$ cat src/rtl/fdg_pkg.sv
package fdg_pkg;
  // Strobes from the sequencer to the delay datapath and aperture logic
  typedef struct packed {
    logic load;   // capture line parameters
    logic step;   // advance to the next output point
  } fdgCtrl_t;
endpackage

$ cat src/rtl/fdg_ctrl.sv
module fdg_ctrl
  import fdg_pkg::*;
#(
  parameter int POINTS = 512,
  parameter int INT_W  = 16,
  localparam int PIW   = $clog2(POINTS)
) (
  input  logic             clk,
  input  logic             rstN,
  input  logic             lineStart,
  input  logic [INT_W-1:0] delayInt,
  output fdgCtrl_t         ctrl,
  output logic             capStrobe,
  output logic [PIW-1:0]   pointIdx,
  output logic             lineDone
);
  localparam logic [PIW-1:0]   LAST_PT = PIW'(POINTS - 1);
  localparam logic [INT_W-1:0] CNT_MAX = {INT_W{1'b1}};

  logic             active;
  logic             doneQ;
  logic [INT_W-1:0] sampleCnt;
  logic [PIW-1:0]   pointCnt;
  logic             hit;

  // Catch-up compare: fires at or after the integer delay
  assign hit       = active && (sampleCnt >= delayInt);
  assign capStrobe = hit;
  assign pointIdx  = pointCnt;
  assign lineDone  = doneQ;

  always_comb begin
    ctrl      = '0;
    ctrl.load = lineStart;
    ctrl.step = hit && !lineStart;
  end

  always_ff @(posedge clk) begin
    if (!rstN) begin
      active    <= 1'b0;
      doneQ     <= 1'b0;
      sampleCnt <= '0;
      pointCnt  <= '0;
    end else if (lineStart) begin
      active    <= 1'b1;
      doneQ     <= 1'b0;
      sampleCnt <= '0;
      pointCnt  <= '0;
    end else begin
      if (active && sampleCnt != CNT_MAX) sampleCnt <= sampleCnt + 1'b1;
      if (hit) begin
        if (pointCnt == LAST_PT) begin
          active <= 1'b0;
          doneQ  <= 1'b1;
        end else begin
          pointCnt <= pointCnt + 1'b1;
        end
      end
    end
  end
endmodule

$ cat src/rtl/fdg_delay.sv
module fdg_delay
  import fdg_pkg::*;
#(
  parameter int INT_W  = 16,
  parameter int FRAC_W = 8,
  localparam int DW    = INT_W + FRAC_W
) (
  input  logic             clk,
  input  logic             rstN,
  input  fdgCtrl_t         ctrl,
  input  logic [DW-1:0]    initDelay,
  input  logic [DW-1:0]    initIncr,
  input  logic [DW-1:0]    secondDiff,
  output logic [INT_W-1:0] delayInt
);
  logic [DW-1:0] delayQ;
  logic [DW-1:0] incrQ;
  logic [DW-1:0] diffQ;

  assign delayInt = delayQ[DW-1:FRAC_W];

  // Second-order recurrence; two's-complement wrap makes signed steps work
  always_ff @(posedge clk) begin
    if (!rstN) begin
      delayQ <= '0;
      incrQ  <= '0;
      diffQ  <= '0;
    end else if (ctrl.load) begin
      delayQ <= initDelay;
      incrQ  <= initIncr;
      diffQ  <= secondDiff;
    end else if (ctrl.step) begin
      delayQ <= delayQ + incrQ;
      incrQ  <= incrQ + diffQ;
    end
  end
endmodule

$ cat src/rtl/fdg_apod.sv
module fdg_apod
  import fdg_pkg::*;
#(
  parameter int POINTS = 512,
  localparam int PIW   = $clog2(POINTS),
  localparam int AW    = PIW + 1
) (
  input  logic           clk,
  input  logic           rstN,
  input  fdgCtrl_t       ctrl,
  input  logic [AW-1:0]  apodOn,
  input  logic [AW-1:0]  apodOff,
  input  logic [PIW-1:0] pointIdx,
  output logic           weight
);
  logic [AW-1:0] onQ;
  logic [AW-1:0] offQ;
  logic [AW-1:0] idxExt;

  assign idxExt = {1'b0, pointIdx};
  assign weight = (idxExt >= onQ) && (idxExt < offQ);

  always_ff @(posedge clk) begin
    if (!rstN) begin
      onQ  <= '0;
      offQ <= '0;
    end else if (ctrl.load) begin
      onQ  <= apodOn;
      offQ <= apodOff;
    end
  end
endmodule

$ cat src/rtl/focus_delay_gen.sv
module focus_delay_gen
  import fdg_pkg::*;
#(
  parameter int POINTS = 512,
  parameter int INT_W  = 16,
  parameter int FRAC_W = 8,
  localparam int DW    = INT_W + FRAC_W,
  localparam int PIW   = $clog2(POINTS),
  localparam int AW    = PIW + 1
) (
  input  logic           clk,
  input  logic           rstN,
  input  logic           lineStart,
  input  logic [DW-1:0]  initDelay,
  input  logic [DW-1:0]  initIncr,
  input  logic [DW-1:0]  secondDiff,
  input  logic [AW-1:0]  apodOn,
  input  logic [AW-1:0]  apodOff,
  output logic           capStrobe,
  output logic [PIW-1:0] pointIdx,
  output logic           apodWeight,
  output logic           lineDone
);
  fdgCtrl_t         ctrl;
  logic [INT_W-1:0] delayInt;

  fdg_ctrl #(.POINTS(POINTS), .INT_W(INT_W)) u_ctrl (
    .clk(clk), .rstN(rstN), .lineStart(lineStart), .delayInt(delayInt),
    .ctrl(ctrl), .capStrobe(capStrobe), .pointIdx(pointIdx), .lineDone(lineDone)
  );

  fdg_delay #(.INT_W(INT_W), .FRAC_W(FRAC_W)) u_delay (
    .clk(clk), .rstN(rstN), .ctrl(ctrl), .initDelay(initDelay),
    .initIncr(initIncr), .secondDiff(secondDiff), .delayInt(delayInt)
  );

  fdg_apod #(.POINTS(POINTS)) u_apod (
    .clk(clk), .rstN(rstN), .ctrl(ctrl), .apodOn(apodOn), .apodOff(apodOff),
    .pointIdx(pointIdx), .weight(apodWeight)
  );
endmodule

$ cat config.mk
export PLATFORM = sky130hd
export DESIGN_NAME = focus_delay_gen
export DESIGN_NICKNAME = d
export VERILOG_FILES = /design/src/rtl/fdg_pkg.sv /design/src/rtl/fdg_ctrl.sv /design/src/rtl/fdg_delay.sv /design/src/rtl/fdg_apod.sv /design/src/rtl/focus_delay_gen.sv
export SDC_FILE = /design/constraint.sdc
export NUM_CORES = 1
export LEC_CHECK = 0
export BUFFER_PORTS_ARGS = -buffer_cell sky130_fd_sc_hd__buf_2
export CAP_MARGIN = 15
export CORE_MARGIN = 1.5
export CORE_UTILIZATION = 50
export DETAILED_ROUTE_END_ITERATION = 10
export PLACE_DENSITY_LB_ADDON = 0.25
export SYNTH_ARGS = -nofsm -noshare
export SYNTH_HDL_FRONTEND = slang
export SYNTH_SLANG_ARGS = --single-unit
$ cat constraint.sdc
create_clock -name clk -period 6.2 [get_ports clk]
set_input_delay 1.86 -clock clk [delete_from_list [all_inputs] [get_ports clk]]
set_output_delay 1.86 -clock clk [all_outputs]
set_load 0.005 [all_outputs]
After elaboration in Yosys (flattened, before gate mapping)
Index checks and enable logic that the tools add are counted.
{"block": "totals", "in_bits": 95, "elab_cells": 39, "out_inout_bits": 12, "regBits": 119}
{"block": "classes", "n_reduce_logical": 12, "magnitude_cmp": 3, "add_sub_neg": 4, "n_bitwise": 2, "mux": 7, "n_eq_ne": 2}
{"op": "two-way mux 24 bit", "count": 4}
{"op": "adder 24 bit", "count": 2}
{"op": "adder 16 x 1 -> 16 bit, second input constant", "count": 1}
{"op": ">= comparator 16 bit", "count": 1}
{"op": "!= test 16 bit, second input constant", "count": 1}
{"op": ">= comparator 9 x 10 -> 1 bit", "count": 1}
{"op": "< comparator 9 x 10 -> 1 bit", "count": 1}
{"op": "adder 9 x 1 -> 9 bit, second input constant", "count": 1}
{"op": "equality test 9 bit, second input constant", "count": 1}
{"op": "AND reduction 2 bit", "count": 3}
{"op": "nonzero test 2 bit", "count": 3}
{"op": "logical AND 1 bit", "count": 4}
{"op": "two-way mux 1 bit", "count": 3}
{"op": "inverter 1 bit", "count": 2}
{"op": "OR reduction 2 bit", "count": 1}
{"op": "zero test 1 bit", "count": 1}

Depth between registers and ports, before layout
{"block": "logic_depth", "ltp_word": 5, "depth_mapped": 12, "ltp_nobuf": 11}

Hierarchy
A second synthesis with hierarchy kept.
{"block": "hier_totals", "cells_unflattened": 1002, "hier_area_um2": 8351.8}
{"mod": "fdg_delay", "area_per_inst_um2": 5345.1, "cells_per_inst": 665, "seq_area_each_um2": 1441.4, "instances": 1}
{"mod": "fdg_ctrl", "area_per_inst_um2": 1816.7, "cells_per_inst": 217, "seq_area_each_um2": 540.5, "instances": 1}
{"mod": "fdg_apod", "area_per_inst_um2": 1189.9, "cells_per_inst": 120, "seq_area_each_um2": 400.4, "instances": 1}

Worst setup path before layout
Ideal clock, no wire load.
{"block": "synth_path", "path_type": "register to output", "from": "register u_ctrl.sampleCnt[0]", "to": "output port capStrobe", "path_stages_with_launch": 10, "required_time_ps": 4340, "slack_ps": 2362, "path_buffers": 2, "arrival_time_ps": 1978, "path_cell_list": "dfxtp_1 inv_1 ha_1 nand2b_4 a2111oi_4 nor4_2 o311ai_4 inv_2 buf_2 buf_1"}
{"block": "synth_between", "elab_chain_len": 2}
{"element": "start: declaration", "line": "fdg_ctrl.sv:22", "text": "logic [INT_W-1:0] sampleCnt;"}
{"element": "start signal: assignment", "line": "fdg_ctrl.sv:50", "text": "if (active && sampleCnt != CNT_MAX) sampleCnt <= sampleCnt + 1'b1;"}
{"element": ">= comparator 16 bit", "line": "fdg_ctrl.sv:27", "text": "assign hit = active && (sampleCnt >= delayInt);"}
{"element": "logical AND 1 bit", "line": "fdg_ctrl.sv:27"}
{"element": "end: declaration", "line": "focus_delay_gen.sv:19", "text": "output logic capStrobe,"}
Every way passes these cells.

Worst setup path in the final report
{"block": "layout_path", "from": "register u_delay.delayQ[15]", "to": "output port capStrobe"}
{"block": "layout_between", "elab_chain_len": 2}
{"element": "start: declaration", "line": "fdg_delay.sv:16", "text": "logic [DW-1:0] delayQ;"}
{"element": "start signal: assignment", "line": "fdg_delay.sv:29", "text": "delayQ <= initDelay;"}
{"element": "start signal: assignment", "line": "fdg_delay.sv:33", "text": "delayQ <= delayQ + incrQ;"}
{"element": ">= comparator 16 bit", "line": "fdg_ctrl.sv:27"}
{"element": "logical AND 1 bit", "line": "fdg_ctrl.sv:27"}
Every way passes these cells.

==> results.tsv <==
metric	value	unit
Setup crit start kind	flop	
max-cap viol count	0	
top cells by area, synth	dfxtp_1, ha_1, mux2i_1	
PwrDens	243	mW/mm2
CTS buffer count	17	
share of cells above drive strength 1	0.147	
Register-to-Register Path Depth	11	
die height	129	um
DIE AREA	0.0168	mm2
Post-Place Cells	1277	
most numerous cell in the Yosys netlist	nor2_1	
Root Buffer Master	clkbuf_16	
worst path required time	4.34	ns
HPWL after DPL	15300	um
Top-Level Pins	107	
type of the worst setup path	reg -> out	
# DRC	0	
Worst Path Max Fanout	39	
Die Wd	129	um
Rel. slew slack	0.431	
status	complete, no violations	
post-synth top area share	0.298	
Yosys top cell by area	dfxtp_1	
CTS clk-pin slew, worst paths	0.05	ns
FFs w/ async S/R, synth	0	
Synth Register Bits	119	
Critical R2R Launch	u_delay.delayQ[22]	
Final Skew	0.00859	ns
synthesized area per cell	8.04	um2
Final Cycle Share	0.747	
largest net degree at the start of global routing	68	
crit path DAT	2.77	ns
post-CTS sizing	0	
gr usage total	0.259	
GP Congestion	0.852	
WL/cell	16.2	um
Worst-Skew Late Latency	0.43	ns
core area	0.0158	mm2
VDD IR max	0.172	mV
Vias/cell	5.69	
Initial Utilization	0.507	
Hold Crit Start	u_delay.delayQ[3]	
maximum root-to-sink buffer count	2	
Synth top cells by count	nor2_1, dfxtp_1, nand2_1	
Placement Cell Area	0.00865	mm2
PortBufs	106	
Post-Layout Cell Count	1311	
utilization after layout	0.588	
Post-synth EDFFs	0	
Syn Nets	1173	
Rows	46	
Hold EP	u_delay.delayQ[3]	
Remaining Overflow, GRT	0	
f_max	0.216	GHz
worst reg-to-reg setup slack	2.99	ns
Post-synth top flop	dfxtp_1	
Worst Tran Pin Value	0.852	ns
Layout area overhead	15.9	%
Yosys cell types	73	
Fin. Hold Viols	0	
setup violators final	0	
Final Hold Slack	0.481	ns
CTS tree	done	
WHS Path Cells	2	
setup TNS	0	ns
hold buffers post-CTS	0	
# clock sinks	119	
Starting DRT DRC Count	521	
global-route wire length before repair	33800	um
Seq/Total Area, Yosys	0.298	
Worst Hold Class	reg -> reg	
Synth Instances	994	
Min Clock Period, post-route	4.63	ns
H-Tree Depth	4	
Leakage	4.15	nW
number of fill cells in the layout	1511	
ANT nets after route	0	
Nets	1259	
buffer count from post-CTS setup fixing	0	
Initial DRT Pass Iterations	5	
post-layout instance area	0.00927	mm2
fin. max-slew vios	0	
initial antenna violation count	2	
Synth Cell Area	0.00800	mm2
Crit Reg-Reg Endpoint	u_delay.delayQ[23]	
routed wire length	21200	um
RSZ-0062 raised after global routing	false	
DR vias	7458	
Crit. End Element	output port	
Syn. warnings	0	
vias in the first global route	6665	
-- worst max path at each step --
stage                                    from        end  slack (ns)  cells after the start
after global placement     u_delay.delayQ[15]  capStrobe        2.06                      8
after detailed placement   u_delay.delayQ[15]  capStrobe        2.02                      8
final                      u_delay.delayQ[15]  capStrobe        1.57                      8
after CTS                  u_delay.delayQ[15]  capStrobe        1.57                      8
after global routing       u_delay.delayQ[15]  capStrobe        1.42                      8
after floorplan           u_ctrl.sampleCnt[0]  capStrobe        2.36                      9
-- logic make-up after synthesis --
logic type                 after synthesis  share of synthesized area
xor gates and xnor gates                42                     0.0460
buffers and inverters                   91                     0.0452
and+or+nand+nor                        326                      0.184
adders and majority gates               84                      0.133
muxes                                   50                     0.0629
AOI/OAI and AO/OA                      282                      0.230
DFF                                    119                      0.298
-- cell type report --
type | instances | area [um2] | area share
Clock buffer | 20 | 437 | 0.0471
Clock inverter | 12 | 176 | 0.0190
Sequential cell | 119 | 2380 | 0.257
Antenna cell | 2 | 5.00 | 0.000540
Inverter | 47 | 176 | 0.0190
Multi-Input combinational cell | 784 | 5250 | 0.567
Tap cell | 216 | 270 | 0.0292
Timing Repair Buffer | 111 | 571 | 0.0615
-- cells in the final DEF, fill, tap and decap left out, drive strengths merged, types with 6 or more instances in the layout --
cell    instances
o211ai         12
nor2          125
nor3           16
xnor2          22
and3           10
o21bai          6
o21ai          69
a21o           26
dfxtp         119
nand2b         11
a311oi          8
a21oi          86
a31oi          17
buf           111
ha             82
mux2i          48
inv            48
nand2          91
nand3          32
xor2           20
a211oi         10
nand4           8
or3            11
clkbuf         20
-- through the flow --
step	power (mW)	setup slack [ns]
finish	2.26	1.57
global route	2.35	1.42
CTS	2.26	1.57
detailed placement	1.22	2.02
global placement	1.21	2.06
floorplan	1.11	2.36
-- routing by layer --
layer | GRT usage | routed length, um | vias to the layer above
li1 | - | - | 3764
met1 | 0.376 | 10500 | 3416
met2 | 0.380 | 8750 | 240
met3 | 0.0520 | 1480 | 38
met4 | 0.0895 | 442 | 0
met5 | 0 | 0 | -
-- worst max-delay path, cell delays in order (launching register included) --
cell and delay [ns]:
dfxtp_1 0.36, inv_1 0.06, ha_1 0.31, and4_1 0.19
o21ai_0 0.10, nor4_2 0.39, o311ai_4 0.14, inv_2 0.56
buf_2 0.24
-- power by group --
| group | leakage [nW] | internal, mW | total, mW | switching [mW] |
|---|---|---|---|---|
| clock | 0.294 | 0.672 | 1.05 | 0.376 |
| combinational | 2.87 | 0.160 | 0.368 | 0.208 |
| sequential | 0.980 | 0.805 | 0.840 | 0.0354 |
-- flip-flops by register name (all words and copies together) (netlist names) --
| name | flops |
|---|---|
| u_apod.offQ | 10 |
| u_apod.onQ | 10 |
| u_ctrl.active | 1 |
| u_ctrl.lineDone | 1 |
| u_ctrl.pointIdx | 9 |
| u_ctrl.sampleCnt | 16 |
| u_delay.delayQ | 24 |
| u_delay.diffQ | 24 |
| u_delay.incrQ | 24 |
Note: power is estimated with default switching activity, not from simulation.
